### src/rtl/ubt_pkg.sv
package ubt_pkg;

    localparam int UBT_DIRS = 2;
    localparam int DIR_AB   = 0;
    localparam int DIR_BA   = 1;

    typedef struct packed {
        logic oe_n;
        logic le;
        logic cp;
        logic ce_n;
    } ubt_ctrl_t;

    typedef enum logic [1:0] {
        UBT_PASS = 2'd0,
        UBT_HOLD = 2'd1,
        UBT_GRAB = 2'd2
    } ubt_mode_e;

    // Transparency wins over the clocked path; a gated edge is a hold.
    function automatic ubt_mode_e ubt_mode(input logic le, input logic rise,
                                           input logic ce_n);
        if (le)
            return UBT_PASS;
        else if (rise && !ce_n)
            return UBT_GRAB;
        else
            return UBT_HOLD;
    endfunction

endpackage

### src/rtl/ubt_store.sv
module ubt_store
    import ubt_pkg::*;
#(
    parameter int W = 18
) (
    input  logic         clk,
    input  logic         rst,
    input  logic [W-1:0] src,
    input  ubt_ctrl_t    ctrl,
    output logic [W-1:0] dout
);
    logic [W-1:0] held;
    logic         cp_q;
    ubt_mode_e    mode;

    assign mode = ubt_mode(ctrl.le, ctrl.cp & ~cp_q, ctrl.ce_n);

    always_ff @(posedge clk) begin
        cp_q <= ctrl.cp;
        if (rst)
            held <= '0;
        else if (mode != UBT_HOLD)
            held <= src;
    end

    // Transparent path bypasses the register so the output follows at once.
    assign dout = ctrl.le ? src : held;
endmodule

### src/rtl/ubt_drive.sv
module ubt_drive #(
    parameter int W = 18
) (
    input  logic         clk,
    input  logic         rst,
    input  logic         oe_n,
    output logic [W-1:0] oe
);
    logic armed;

    always_ff @(posedge clk) begin
        if (rst)
            armed <= 1'b0;
        else if (oe_n)
            armed <= 1'b1;
    end

    assign oe = {W{armed & ~oe_n}};
endmodule

### src/rtl/ubt_core.sv
module ubt_core
    import ubt_pkg::*;
#(
    parameter int W = 18
) (
    input  logic         clk,
    input  logic         rst,
    input  logic [W-1:0] a_in,
    input  logic [W-1:0] b_in,
    input  logic         ab_oe_n,
    input  logic         ab_le,
    input  logic         ab_cp,
    input  logic         ab_ce_n,
    input  logic         ba_oe_n,
    input  logic         ba_le,
    input  logic         ba_cp,
    input  logic         ba_ce_n,
    output logic [W-1:0] b_out,
    output logic [W-1:0] b_oe,
    output logic [W-1:0] a_out,
    output logic [W-1:0] a_oe
);
    logic [W-1:0] src_v [UBT_DIRS];
    logic [W-1:0] dat_v [UBT_DIRS];
    logic [W-1:0] oe_v  [UBT_DIRS];
    ubt_ctrl_t    ctl_v [UBT_DIRS];

    assign src_v[DIR_AB] = a_in;
    assign src_v[DIR_BA] = b_in;
    assign ctl_v[DIR_AB] = '{oe_n: ab_oe_n, le: ab_le, cp: ab_cp, ce_n: ab_ce_n};
    assign ctl_v[DIR_BA] = '{oe_n: ba_oe_n, le: ba_le, cp: ba_cp, ce_n: ba_ce_n};

    for (genvar d = 0; d < UBT_DIRS; d++) begin : g_dir
        ubt_store #(.W(W)) store_i (
            .clk  (clk),
            .rst  (rst),
            .src  (src_v[d]),
            .ctrl (ctl_v[d]),
            .dout (dat_v[d])
        );
        ubt_drive #(.W(W)) drive_i (
            .clk  (clk),
            .rst  (rst),
            .oe_n (ctl_v[d].oe_n),
            .oe   (oe_v[d])
        );
    end

    assign b_out = dat_v[DIR_AB];
    assign b_oe  = oe_v[DIR_AB];
    assign a_out = dat_v[DIR_BA];
    assign a_oe  = oe_v[DIR_BA];
endmodule

### config.mk
export PLATFORM = sky130hd
export DESIGN_NAME = ubt_core
export DESIGN_NICKNAME = d
export VERILOG_FILES = /design/src/rtl/ubt_pkg.sv /design/src/rtl/ubt_store.sv /design/src/rtl/ubt_drive.sv /design/src/rtl/ubt_core.sv
export SDC_FILE = /design/constraint.sdc
export NUM_CORES = 1
export LEC_CHECK = 0
export ABC_AREA = 0
export BUFFER_PORTS_ARGS = -buffer_cell sky130_fd_sc_hd__buf_2
export CAP_MARGIN = 20
export CORE_AREA = 2 2 78 99
export CTS_BUF_LIST = sky130_fd_sc_hd__clkbuf_16
export CTS_CLUSTER_DIAMETER = 100
export DETAILED_ROUTE_END_ITERATION = 10
export DIE_AREA = 0 0 80 101
export PLACE_DENSITY = 0.67
export SYNTH_ARGS = -nofsm -noshare
export SYNTH_HDL_FRONTEND = slang
export SYNTH_SLANG_ARGS = --single-unit
### constraint.sdc
create_clock -name clk -period 1.65 [get_ports clk]
set_input_delay 0.33 -clock clk [delete_from_list [all_inputs] [get_ports clk]]
set_output_delay 0.33 -clock clk [all_outputs]
set_load 0.01 [all_outputs]
# After elaboration in Yosys (flattened, before gate mapping)
# Index checks and enable logic that the tools add are counted.
# word_totals
register_bits	40
input_bits	46
output_inout_bits	72
wordCells	26
# classes
n_reduce_logical	4
eq_ne	2
mux	6
bitwise_logic	8
# ops
op	n
2-to-1 mux 18 bit	2
2-to-1 mux 2 bit	4
AND 1 bit	4
!= test 2 x 1 -> 1 bit, second input constant	2
inverter 1 bit	4
logical AND 1 bit	2
zero test 1 bit	2

# Depth between registers and ports, before layout
# depth
depth_word	6
mapped_depth	5
ltp_nobuf	3

# Cells and area by module
# From an unflattened synthesis, not the netlist that was laid out.
# hier_totals
hier_cells	240
hier_area_um2	2452.4
# modules_own_cells
mod	area_each_um2	seq_area_each_um2	cells_each	instances
ubt_store	1062.3	380.4	100	2
ubt_drive	163.9	20.0	20	2

# Worst setup path before layout
# No wires, ideal clock.
# synth_timing
path_type	input to output
startpoint	input port ba_oe_n
endpoint	output port a_oe[10]
path_slack_ns	0.010
n_path_buf	1
stages	2
arrival_ns	1.310
cell_sequence	nor2b_1 > buf_4
# synth_between
elab_chain_len	2
# synth_lines
element	line_no	rtl
start, declared	ubt_core.sv:14	input logic ba_oe_n,
inverter 1 bit	ubt_drive.sv:18	assign oe = {W{armed & ~oe_n}};
AND 1 bit	ubt_drive.sv:18	
end, declared	ubt_core.sv:21	output logic [W-1:0] a_oe
# No other way between the ends.

# Worst setup path after layout
# layout_timing
startpoint	input port ab_le
endpoint	output port b_out[15]
# layout_between
elab_chain_len	1
# layout_lines
element	line_no	rtl
start, declared	ubt_core.sv:11	input logic ab_le,
2-to-1 mux 18 bit	ubt_store.sv:27	assign dout = ctrl.le ? src : held;
end, declared	ubt_core.sv:18	output logic [W-1:0] b_out,
# No other way between the ends.

==> results.cfg <==
[outcome]
run_status = finished, final reports clean

[global_routing]
met3_usage_pct = 3.943
grt_pass1_wl_um = 7327
grt_max_degree = 75
use_met1_pct = 13.41
grt_usage_pct = 11.36
antenna_found_initial = 0
grt_remaining_overflow = 0
grt-busiest-layer = met2
met2_usage_pct = 19.23
grt_pass1_vias = 1657

[synth]
ys_types = 12
ys_ff_latch = 40
synth_largest_area_cell = dfxtp_1
yosys.area.top_type_share_pct = 32.60
syn_area_um2 = 2456
synthesis.nets = 290
async_flop_share_pct = 0
yosysMostFrequentCell = nand2b_1
synth_top_flop_cell = dfxtp_1
ys_warn_count = 0
synthTopCellsByArea = dfxtp_1 33%, nand2b_1 18%, mux2_2 17%
ys_seq_area_share_pct = 32.60
syn_inst = 244
syn-mean-instance-area_um2 = 10.07
synth_common_cells = 72 x nand2b_1, 40 x dfxtp_1, 36 x buf_4, 36 x mux2_2, 36 x mux2i_1
synth_edf_count = 0

[setup_path]
worstReg2RegEnd = g_dir[0].store_i.held[16]
cp.required_ns = 1.32
crit_top_cell = buf_2
slowest_stage = mux2_2
crit_path_max_incr_delay_ns = 0.39
path_max_fanout = 19
reg2reg_depth = 4
startpoint_type = input pin
endpoint_kind = output pin
cp_cell_sequence = buf_2, mux2_2, buf_2
r2r_start = g_dir[0].store_i.cp_q
cp-startpoint = ab_le
crit_type = input pin to output pin
cp_data_arrival_time_ns = 1.22
ff2ff_setup_slack_ns = 0.54

[power]
ir_drop_v = 0.0003760
cellPowerDensity_nw_per_um2 = 840.9
power_leakage_nw = 1.485

[finish]
fin_area_um2 = 2994
nets = 371
fillers = 724
drive_above_1_share_pct = 51.69
n_antenna_cell = 0
final-seq-area_um2 = 800.8
area_growth_syn_to_layout_pct = 21.91
multiInputGateArea_um2 = 1269

[clock_network]
cts_setup_buffers = 0
ctsResizeCount = 0
root_buffer = clkbuf_16
htreeDepth = 2
cts_made_buffers = 5
cts_tree = yes
clk_pin_slew_worst_paths_ns = 0.06
cts.sink_count = 40
cts_hold_buf = 0
max-clock-path-buffers = 2
insertion_delay_ns = 0.27

[timing]
fin_crit_sh_pct = 94.00
rsz0062_at_grt = no
clock-skew-final_ns = 0.002006
fmax_mhz = 644.8
relSlewSlack_pct = 71.75
tightestPinTransition_ns = 0.4238
finalSetupViolCount = 0
maxSlewViolCount = 0
hold_viol = 0
layout_min_cycle_time_ns = 1.551
tns_ns = 0
hold_ws_ns = 0.1795

[place]
dpl_cell_area_um2 = 2860
gp_congestion = 0.6002
hpwl_um = 3382
portBuffers = 117

[worst_hold_path]
hold_class = input pin to flip-flop
hold_start = ab_cp
holdPathEnd = g_dir[0].store_i.cp_q
holdPathStages = 1

[floorplan]
die_w_um = 80
pin_count = 118
die_y_um = 101
dieArea_um2 = 8080
initial_core_util_pct = 34.20
core_um2 = 7182
rows = 35

[drt]
first_iter_violations = 39
viasPerCell = 4.470
wirelength_um = 4579
dr.pass1.iters = 4
wl_per_cell_um = 10.98
vias = 1864
drc = 0
antenna_left = 0

[flow_run]
drv_cap = 0
[state kept, by name, summed over array words and instances (netlist names)]
register	flops
g_dir.store_i.held	36
g_dir.drive_i.armed	2
g_dir.store_i.cp_q	2
[per-layer routing]
| metal | vias to the layer above | part of all wire [%] |
|---|---|---|
| met5 | - | 0 |
| met1 | 851 | 43 |
| met3 | 2 | 10 |
| li1 | 923 | - |
| met2 | 88 | 47 |
| met4 | 0 | 0.35 |
[cells in the final DEF, fill, tap and decap left out]
master	count
buf_2	117
nand2b_1	72
dfxtp_1	40
mux2_2	36
mux2i_1	36
nor2_1	6
clkbuf_16	5
buf_4	4
buf_12	3
nor2b_1	2
a21oi_2	2
inv_1	1
clkinv_2	1
[cell families (layout without fill, tap and decap cells)]
family / after synthesis / after routing / synth area share, %
buf+inv: 50 / 131 / 15.74
compound gates: 2 / 2 / 0.7133
flops: 40 / 40 / 32.60
mux: 72 / 72 / 31.18
simple gates: 80 / 80 / 19.77
[worst max path at each step]
stage,to,slack (ns),cells past startpoint
after detailed placement,b_out[15],0.07,3
after global placement,b_out[15],0.08,3
final,b_out[15],0.1,3
after global routing,b_out[15],0.05,3
after floorplan,a_oe[10],0.01,2
after CTS,b_out[15],0.07,3
[power breakdown]
part           switching, mW  internal [mW]  total, mW  leakage, nW
combinational          0.252          0.292      0.545         1.08
sequential            0.0307           1.03       1.06        0.332
clock                  0.365          0.543      0.909       0.0709
total                  0.649           1.87       2.52         1.49
[metrics by stage]
step / setup WS (ns) / utilization (%) / power (mW) / instances
CTS: 0.06737 / 41.69 / 2.574 / 417
floorplan: 0.01036 / - / 1.491 / 244
global placement: 0.08355 / 39.83 / 1.630 / 410
finish: 0.09905 / 41.69 / 2.518 / 417
detailed placement: 0.06947 / 39.83 / 1.641 / 410
global route: 0.04626 / 41.69 / 2.668 / 417
[layout make-up]
class | instances | area share [%]
repair buffers | 124 | 22.57
clock inverters | 2 | 0.2925
well taps | 92 | 3.845
clock buffers | 5 | 4.179
flip-flops and latches | 40 | 26.74
multi-input cells | 154 | 42.37
[critical path, delay by kind of cell]
family | cells | cell delay (ns)
muxes | 1 | 0.39
buffers and inverters | 2 | 0.50
(Power assumes the default switching activity.)
